<file path="src/rtl/scu_pkg.sv">
package scu_pkg;
    localparam int REG_W       = 32;
    localparam int NUM_REGS    = 32;
    localparam int NUM_CNT     = 2;
    localparam int IDX_STATUS  = 12;
    localparam int IDX_EPC     = 14;
    localparam int IDX_COND    = 21;
    localparam int IDX_PERF    = 25;
    localparam int IDX_ERREPC  = 30;
    localparam int EXL_BIT     = 1;
    localparam int ERL_BIT     = 2;
    localparam int EIE_BIT     = 16;
    localparam logic [REG_W-1:0] CTRL_MASK  = 32'h800F_FBFE;
    localparam logic [REG_W-1:0] STATUS_RST = 32'h1 << ERL_BIT;

    typedef enum logic [3:0] {
        OP_MFC, OP_MTC, OP_BF, OP_BT, OP_BFL,
        OP_TLBWI, OP_ERET, OP_EI, OP_DI, OP_ILL
    } scu_op_e;
endpackage

</file>
<file path="src/rtl/scu_decode.sv">
module scu_decode
    import scu_pkg::*;
(
    input  logic [25:0] instr,
    output scu_op_e     op
);
    logic [4:0] fmt;
    logic [4:0] rt;
    logic [5:0] fn;

    assign fmt = instr[25:21];
    assign rt  = instr[20:16];
    assign fn  = instr[5:0];

    always_comb begin
        op = OP_ILL;
        unique case (fmt)
            5'd0:  op = OP_MFC;
            5'd4:  op = OP_MTC;
            5'd8: begin
                unique case (rt)
                    5'd0:    op = OP_BF;
                    5'd1:    op = OP_BT;
                    5'd2:    op = OP_BFL;
                    default: op = OP_ILL;
                endcase
            end
            5'd16: begin
                unique case (fn)
                    6'h02:   op = OP_TLBWI;
                    6'h18:   op = OP_ERET;
                    6'h38:   op = OP_EI;
                    6'h39:   op = OP_DI;
                    default: op = OP_ILL;
                endcase
            end
            default: op = OP_ILL;
        endcase
    end
endmodule

</file>
<file path="src/rtl/scu_regbank.sv">
module scu_regbank
    import scu_pkg::*;
#(
    parameter int W    = REG_W,
    parameter int NREG = NUM_REGS,
    parameter int NCNT = NUM_CNT,
    localparam int IW  = $clog2(NREG),
    localparam int CW  = (NCNT > 1) ? $clog2(NCNT) : 1
) (
    input  logic                 clk,
    input  logic                 rst_n,
    input  logic                 sys_we,
    input  logic [IW-1:0]        sys_widx,
    input  logic [W-1:0]         sys_wdata,
    input  logic                 ctrl_we,
    input  logic [W-1:0]         ctrl_wdata,
    input  logic                 cnt_we,
    input  logic [CW-1:0]        cnt_sel,
    input  logic [W-1:0]         cnt_wdata,
    input  logic [IW-1:0]        ridx,
    output logic [W-1:0]         rdata,
    output logic [W-1:0]         ctrl_q,
    output logic [NCNT-1:0][W-1:0] cnt_q,
    output logic [W-1:0]         status_q,
    output logic [W-1:0]         epc_q,
    output logic [W-1:0]         errepc_q,
    output logic [W-1:0]         cond_q
);
    logic [W-1:0] regs [NREG];

    for (genvar g = 0; g < NREG; g++) begin : g_reg
        localparam logic [W-1:0] RST = (g == IDX_STATUS) ? STATUS_RST : '0;
        always_ff @(posedge clk) begin
            if (!rst_n)
                regs[g] <= RST;
            else if (sys_we && sys_widx == IW'(g))
                regs[g] <= sys_wdata;
        end
    end

    for (genvar c = 0; c < NCNT; c++) begin : g_cnt
        always_ff @(posedge clk) begin
            if (!rst_n)
                cnt_q[c] <= '0;
            else if (cnt_we && cnt_sel == CW'(c))
                cnt_q[c] <= cnt_wdata;
        end
    end

    always_ff @(posedge clk) begin
        if (!rst_n)
            ctrl_q <= '0;
        else if (ctrl_we)
            ctrl_q <= ctrl_wdata & CTRL_MASK;
    end

    assign rdata    = regs[ridx];
    assign status_q = regs[IDX_STATUS];
    assign epc_q    = regs[IDX_EPC];
    assign errepc_q = regs[IDX_ERREPC];
    assign cond_q   = regs[IDX_COND];
endmodule

</file>
<file path="src/rtl/sys_ctrl_cop.sv">
module sys_ctrl_cop
    import scu_pkg::*;
#(
    parameter bit  WIDE_GPR = 1'b1,
    localparam int DW       = WIDE_GPR ? 2 * REG_W : REG_W
) (
    input  logic          clk,
    input  logic          rst_n,
    input  logic          instr_valid,
    input  logic [31:0]   instr,
    input  logic [31:0]   rt_value,
    output logic [DW-1:0] rd_data,
    output logic          gpr_we,
    output logic          redirect,
    output logic [31:0]   redirect_pc,
    output logic          eret_done,
    output logic          int_recheck,
    output logic          br_taken,
    output logic          br_likely,
    output logic          illegal
);
    localparam logic [REG_W-1:0] EXL_M = REG_W'(1) << EXL_BIT;
    localparam logic [REG_W-1:0] ERL_M = REG_W'(1) << ERL_BIT;
    localparam logic [REG_W-1:0] EIE_M = REG_W'(1) << EIE_BIT;

    scu_op_e             op;
    logic [4:0]          rd;
    logic                sys_we, ctrl_we, cnt_we;
    logic [4:0]          sys_widx;
    logic [REG_W-1:0]    sys_wdata;
    logic [REG_W-1:0]    gen_rdata, ctrl_q, status_q, epc_q, errepc_q, cond_q;
    logic [NUM_CNT-1:0][REG_W-1:0] cnt_q;
    logic [REG_W-1:0]    read_val;

    assign rd = instr[15:11];

    scu_decode u_dec (
        .instr (instr[25:0]),
        .op    (op)
    );

    scu_regbank u_bank (
        .clk        (clk),
        .rst_n      (rst_n),
        .sys_we     (sys_we),
        .sys_widx   (sys_widx),
        .sys_wdata  (sys_wdata),
        .ctrl_we    (ctrl_we),
        .ctrl_wdata (rt_value),
        .cnt_we     (cnt_we),
        .cnt_sel    (instr[1]),
        .cnt_wdata  (rt_value),
        .ridx       (rd),
        .rdata      (gen_rdata),
        .ctrl_q     (ctrl_q),
        .cnt_q      (cnt_q),
        .status_q   (status_q),
        .epc_q      (epc_q),
        .errepc_q   (errepc_q),
        .cond_q     (cond_q)
    );

    // Read path: index 25 is a window onto the counter block
    always_comb begin
        if (rd == 5'(IDX_PERF))
            read_val = instr[0] ? cnt_q[instr[1]] : ctrl_q;
        else
            read_val = gen_rdata;
    end

    if (WIDE_GPR) begin : g_wide
        assign rd_data = {{REG_W{read_val[REG_W-1]}}, read_val};
    end else begin : g_narrow
        assign rd_data = read_val;
    end

    // Operation outputs and register writes
    always_comb begin
        gpr_we      = 1'b0;
        redirect    = 1'b0;
        redirect_pc = '0;
        eret_done   = 1'b0;
        int_recheck = 1'b0;
        br_taken    = 1'b0;
        br_likely   = 1'b0;
        illegal     = 1'b0;
        sys_we      = 1'b0;
        sys_widx    = rd;
        sys_wdata   = rt_value;
        ctrl_we     = 1'b0;
        cnt_we      = 1'b0;
        if (instr_valid) begin
            unique case (op)
                OP_MFC: gpr_we = 1'b1;
                OP_MTC: begin
                    if (rd == 5'(IDX_PERF)) begin
                        if (instr[0])
                            cnt_we = 1'b1;
                        else
                            ctrl_we = (instr[5:1] == 5'd0);
                    end else begin
                        sys_we = 1'b1;
                        if (rd == 5'(IDX_STATUS))
                            sys_wdata = rt_value | (status_q & EXL_M);
                    end
                end
                OP_BF:  br_taken = (cond_q == '0);
                OP_BT:  br_taken = (cond_q != '0);
                OP_BFL: begin
                    br_taken  = (cond_q == '0);
                    br_likely = 1'b1;
                end
                OP_TLBWI: ;
                OP_ERET: begin
                    redirect  = 1'b1;
                    eret_done = 1'b1;
                    sys_we    = 1'b1;
                    sys_widx  = 5'(IDX_STATUS);
                    if (status_q[ERL_BIT]) begin
                        redirect_pc = errepc_q;
                        sys_wdata   = status_q & ~ERL_M;
                    end else begin
                        redirect_pc = epc_q;
                        sys_wdata   = status_q & ~EXL_M;
                    end
                end
                OP_EI: begin
                    sys_we      = 1'b1;
                    sys_widx    = 5'(IDX_STATUS);
                    sys_wdata   = status_q | EIE_M;
                    int_recheck = 1'b1;
                end
                OP_DI: begin
                    sys_we    = 1'b1;
                    sys_widx  = 5'(IDX_STATUS);
                    sys_wdata = status_q & ~EIE_M;
                end
                default: illegal = 1'b1;
            endcase
        end
    end

    // an illegal instruction produces no other effect
    p_illegal_quiet_r1: assert property (@(posedge clk) disable iff (!rst_n)
        illegal |-> !(redirect || br_taken || int_recheck || gpr_we || eret_done));

    // return with ERL set leaves ERL clear
    p_erl_clear_r4: assert property (@(posedge clk) disable iff (!rst_n)
        (instr_valid && op == OP_ERET && status_q[ERL_BIT]) |=> !status_q[ERL_BIT]);

    // EXL survives a move into Status
    p_exl_keep_r5: assert property (@(posedge clk) disable iff (!rst_n)
        (instr_valid && op == OP_MTC && rd == 5'(IDX_STATUS) && status_q[EXL_BIT])
        |=> status_q[EXL_BIT]);

    // enable leaves EIE set
    p_eie_set_r6: assert property (@(posedge clk) disable iff (!rst_n)
        (instr_valid && op == OP_EI) |=> status_q[EIE_BIT]);

    // control write with nonzero select bits is dropped
    p_ctrl_drop_r8: assert property (@(posedge clk) disable iff (!rst_n)
        (instr_valid && op == OP_MTC && rd == 5'(IDX_PERF) && !instr[0] && instr[5:1] != 5'd0)
        |=> $stable(ctrl_q));

    // nothing pulses without an instruction
    p_idle_quiet_r12: assert property (@(posedge clk) disable iff (!rst_n)
        !instr_valid |-> !(redirect || br_taken || br_likely || int_recheck || gpr_we
                           || eret_done || illegal));
endmodule

</file>
<file path="config.mk">
export PLATFORM = sky130hd
export DESIGN_NAME = sys_ctrl_cop
export DESIGN_NICKNAME = d
export VERILOG_FILES = /design/src/rtl/scu_pkg.sv /design/src/rtl/scu_decode.sv /design/src/rtl/scu_regbank.sv /design/src/rtl/sys_ctrl_cop.sv
export SDC_FILE = /design/constraint.sdc
export NUM_CORES = 2
export LEC_CHECK = 0
export ABC_CLOCK_PERIOD_IN_PS = 17950
export CAP_MARGIN = 40
export CORE_MARGIN = 1.5
export CORE_UTILIZATION = 45
export CTS_CLUSTER_SIZE = 20
export DETAILED_ROUTE_END_ITERATION = 7
export DONT_BUFFER_PORTS = 1
export PLACE_DENSITY_LB_ADDON = 0.1
export RECOVER_POWER = 50
export REMOVE_ABC_BUFFERS = 1
export SLEW_MARGIN = 0
export SYNTH_ARGS = -nofsm -noshare
export SYNTH_HDL_FRONTEND = slang
export SYNTH_SLANG_ARGS = --single-unit
</file>
<file path="constraint.sdc">
create_clock -name clk -period 17.95 [get_ports clk]
set_input_delay 4.4875 -clock clk [delete_from_list [all_inputs] [get_ports clk]]
set_output_delay 4.4875 -clock clk [all_outputs]
set_load 0.1 [all_outputs]
</file>
* Word level (Yosys, flattened, before mapping) *
Memory sizes are Yosys's and may differ from the RTL's.
Index checks and enable logic that the tools add are counted.

word-level totals
  bits in registers = 83
  RAM bits = 1024
  logic and storage cells = 302
  memories kept = 1

operators by class
  order comparisons = 1
  eq/ne operators = 50
  muxes and demuxes = 169
  bitwise operators = 34
  reduce and logical (&&, ||, !) cells = 44

memories
  name         depth  width  read ports  clocked after Yosys merged registers in  wr ports  RTL line           RTL
  u_bank.regs  32     32     5           0                                        32        scu_regbank.sv:29  logic [W-1:0] regs [NREG];

operator list
  kind                                                              count
  32-bit two-way mux                                                42
  32-bit one-hot mux with 4 select lines                            1
  1-bit two-way mux                                                 118
  5-bit == test (second input constant)                             18
  5-bit by 4-bit == test with 1-bit output (second input constant)  10
  1-bit logical AND                                                 34
  32-bit logical NOT                                                1
  1-bit bitwise OR                                                  32
  32-bit by 2-bit bitwise OR with 32-bit output                     1
  4-bit one-hot mux with 4 select lines                             2
  32-bit nonzero test                                               1
  5-bit by 3-bit == test with 1-bit output (second input constant)  5
  5-bit logical NOT                                                 4
  4-bit by 3-bit == test with 1-bit output (second input constant)  4
  5-bit by 2-bit == test with 1-bit output (second input constant)  3
  6-bit == test (second input constant)                             2
  4-bit one-hot mux with 3 select lines                             1
  5-bit by 1-bit == test with 1-bit output (second input constant)  2
  5-bit two-way mux                                                 2
  9-bit OR reduction                                                1
  4-bit by 2-bit == test with 1-bit output (second input constant)  2
  6-bit by 2-bit == test with 1-bit output (second input constant)  1
  6-bit by 5-bit == test with 1-bit output (second input constant)  1
  4-bit by 1-bit == test with 1-bit output (second input constant)  1
  other kinds (8)                                                   9

* Longest topological paths before layout *
  word-level depth = 13
  gate-level depth with buffers = 10

* Hierarchy *
Synthesis repeated with hierarchy kept, for this count alone.

second synthesis, totals
  cells, all modules = 4252
  area, all modules = 52979.6 um^2

modules (own cells, without submodules)
  module        instances  cells each  area each (um^2)  sequential area each (um^2)
  scu_regbank   1          3852        50365.8           32411.1
  sys_ctrl_cop  1          377         2458.6            0.0
  scu_decode    1          23          155.1             0.0

* Least setup slack after synthesis *
No wires, ideal clock.

  path kind = input-to-output
  start point = input port instr[11]
  end point = output port rd_data[32]
  arrival time = 9478 ps
  path slack = 3984 ps
  stages on the path = 10
  path through = clkbuf_1 -> clkbuf_1 -> clkbuf_1 -> buf_2 -> mux2i_1 -> a21oi_1 -> mux4_2 -> mux2i_1 -> a21oi_1 -> buf_4

on the way
  cells in the longest elaborated chain, start to end = 2
  elaborated cells on any way between the ends = 3
  those cells by class = 1 x eq/ne; 1 x mux; 1 x memory

ends and longest elaborated chain
  item                                                 RTL line            RTL
  start, declared                                      sys_ctrl_cop.sv:10  input logic [31:0] instr,
  memory 32 x 32 bit or 5-bit == test (tied branches)  n/a
  32-bit two-way mux (*)                               sys_ctrl_cop.sv:65  if (rd == 5'(IDX_PERF))
  end, declared                                        sys_ctrl_cop.sv:12  output logic [DW-1:0] rd_data,

Mark *: on every way between the ends. The rest lies on a longest branch, timed or not.

* Final worst setup path *
  start point = input port instr[11]
  end point = output port rd_data[54]

The elaborated chain is that of the path after synthesis.

==> metrics.txt <==
outcome=complete, but fails checks; Pins Over Slew Limit=~1600; crit start category=primary input; WL/cell=roughly 33 um; Placeable Area=around 0.11 mm^2; Hold Startpoint=u_bank.cnt_q[57]; Crit Path Category=in2out; number of detailed-route iterations in the first pass=8; Synth area leader=edfxtp_1; area delta synth->final=14.2%; Distinct cells, synth=47; Comb power frac=9.4%; measured slew at the worst slew-check pin=3.73 ns; EDFF count, synth=1017; Yosys reg bits=1100; most frequent cell after synthesis=nor2_1; mean post-synth cell area=14.0 um^2; YS warnings=0; Sw Share=24.3%; hold buffers post-CTS=0; Post-DP HPWL=between 90 and 100 mm; RSZ-0062 raised after global routing=false; Post-synth top cells=nor2_1 (1024), edfxtp_1 (1017), mux4_2 (313), nand2_1 (234), clkbuf_1 (202); dominant synthesized flop cell=edfxtp_1; full die area=around 0.11 mm^2; Crit. End Element=primary output; vias after detailed routing=around 31000; Crit Reg-Reg Startpoint=u_bank.regs[12][2]; Finish-stage setup viols=0; Worst Skew=0.0355 ns; Leakage=20.1 nW; Synth top area share=62.7%; DRC errors left=4; fraction of the cycle the final worst path needs=75.2%; Hold Vio Cnt, Final=0; Power Density=104 mW/mm^2; minimum hold slack=0.449 ns; total power=5.77 mW; crit path from=instr[11]; Syn Inst Count=3486; share of layout cells above drive strength 1=between 20% and 30%; Final Wtd Congestion=0.878; die height=about 330 um; clock share of power=40.5%; gr usage total=between 20% and 30%; fmax=around 0.074 GHz; final WL=165 mm; largest net degree at the start of global routing=269; P_int=approximately 4.4 mW; initial DRC count=4508; IO Count=170; fin nets=3510; post-route antenna net violation count=0; Seq/Total Area, Yosys=about two thirds; violated checks=design-rule violations, max-capacitance violations, max-slew violations; Period minus WS final=13.50 ns; maximum VDD drop=0.0000862 V; CTS Buffer Depth=3; initial antenna violation count=11; Setup Fix Bufs, Post-CTS=0; # rows=120; synth top area cells=edfxtp_1 (63%), mux4_2 (14%), nor2_1 (7.9%); Initial Util=45.4%; Post-CTS Resized=0; MaxCap Viol Count=between 50 and 60; CP Data Required Time=13.46 ns; clock buffer count from CTS=115; H-tree depth=3; Flop pwr share=between 50% and 60%; vias in the first global route=30500; Slew headroom=-151%; first-pass GRT wire length=229 mm; CTS Root Cell=clkbuf_16; Hold Path Class=reg2reg; CP Max Fanout=268; vias per inst=roughly 6.3; synthesized area=0.0487 mm^2; # clock sinks=1100; CP Data Arrival Time=9.02 ns; # fillers=approximately 9000; Die Wd=332 um; Synth async-reset ratio=0%; Skew-Pair Late Insertion Delay=between 0.7 and 0.8 ns; CTS tree=done; Buffers on Ports=0; Net Sw Power=approximately 1.4 mW; GRT overflow=0; Clock Pin Slew Worst Setup and Hold Paths=0.06 ns
## worst paths after layout
check / end / cells after the start / slack, ns
worst max-delay path: rd_data[54] / 8 / 4.45
worst min-delay path: u_bank.cnt_q[57] / 2 / 0.45
worst max register to register: u_bank.regs[12][1] / 6 / 15.35
worst min register to register: u_bank.cnt_q[57] / 2 / 0.45
## power by group through the flow
stage,Sequential [mW],Combinational [mW],Clock (mW)
6_report,2.89,0.542,2.34
5_1_grt,2.89,0.552,2.45
4_1_cts,2.88,0.541,2.36
3_5_place_dp,2.94,0.541,0
3_3_place_gp,2.93,0.485,0
2_1_floorplan,2.93,0.331,0
## sequential cells by signal (all words and copies together), names as in the netlist
| signal | flops |
|---|---|
| u_bank.regs | 1017 |
| u_bank.ctrl_q | 19 |
| u_bank.cnt_q | 64 |
## worst max-delay path: stages
cell and delay, ns:
or2_2 0.43, nor2_1 0.07, a21oi_1 0.16, mux4_2 0.36
mux2i_1 0.16, a21oi_4 0.22, buf_12 2.24, buf_12 0.31
## routing by layer
layer	vias to the layer above	track usage, %	part of all wire [%]
li1	12600	-	-
met1	16100	42.0	39
met2	2025	44.5	45
met3	298	9.29	13
met4	8	8.85	3.4
met5	-	0	0.031
## layout by cell type, fill, tap and decap left out, drive strengths merged, types with 2 or more instances in the layout
master | netlist | final
nor2b | 4 | 4
a31oi | 3 | 3
bufinv | 0 | 9
clkinv | 0 | 51
nand2 | 234 | 234
and3b | 2 | 2
xnor2 | 2 | 2
and2 | 2 | 2
o211ai | 14 | 14
a221oi | 3 | 3
dfxtp | 83 | 83
mux2i | 119 | 119
nor4b | 3 | 3
nor2 | 1024 | 1024
inv | 6 | 11
nand3 | 22 | 22
buf | 168 | 136
o21ai | 66 | 66
clkbuf | 202 | 198
clkinvlp | 0 | 2
nand3b | 2 | 2
nor4 | 10 | 10
mux4 | 313 | 313
a21oi | 129 | 129
and3 | 5 | 5
or3 | 2 | 2
mux2 | 13 | 13
nand2b | 4 | 4
nand4 | 8 | 8
edfxtp | 1017 | 1017
nor3 | 13 | 13
conb | 1 | 25
## per-stage QoR
| stage | instances | utilization (%) | TNS (ns) | instance area, um^2 | setup WS [ns] |
|---|---|---|---|---|---|
| 6_report | 4945 | 51.9 | 0 | 55600 | 4.45 |
| 3_5_place_dp | 4729 | 48.8 | 0 | 52300 | 4.69 |
| 3_3_place_gp | 4641 | 47.3 | 0 | 50700 | 4.73 |
| 4_1_cts | 4944 | 52.2 | 0 | 56000 | 4.70 |
| 2_1_floorplan | 3140 | - | -1254.67 | 47100 | -38.02 |
| 5_1_grt | 4944 | 51.9 | 0 | 55600 | 4.48 |
## final cells by class
class	count	area, um^2	share of cell area (%)
timing repair buffer	186	2280	4.10
tap	1403	1760	3.16
clock buffer	148	3060	5.51
multi-input combinational	2034	15700	28.3
clock inverter	67	569	1.02
inverter	6	23.8	0.0427
sequential	1100	32200	57.9
antenna	1	2.50	0.00450
## logic make-up after synthesis
group	after synthesis	synth area share (%)
compound gates	224	2.50
xor+xnor	2	0.0360
buf+inv	376	3.43
flops	1100	66.1
mux	445	17.2
other cells	1	0.00770
simple gates	1338	10.7
Power figures use the tool's default switching activity.
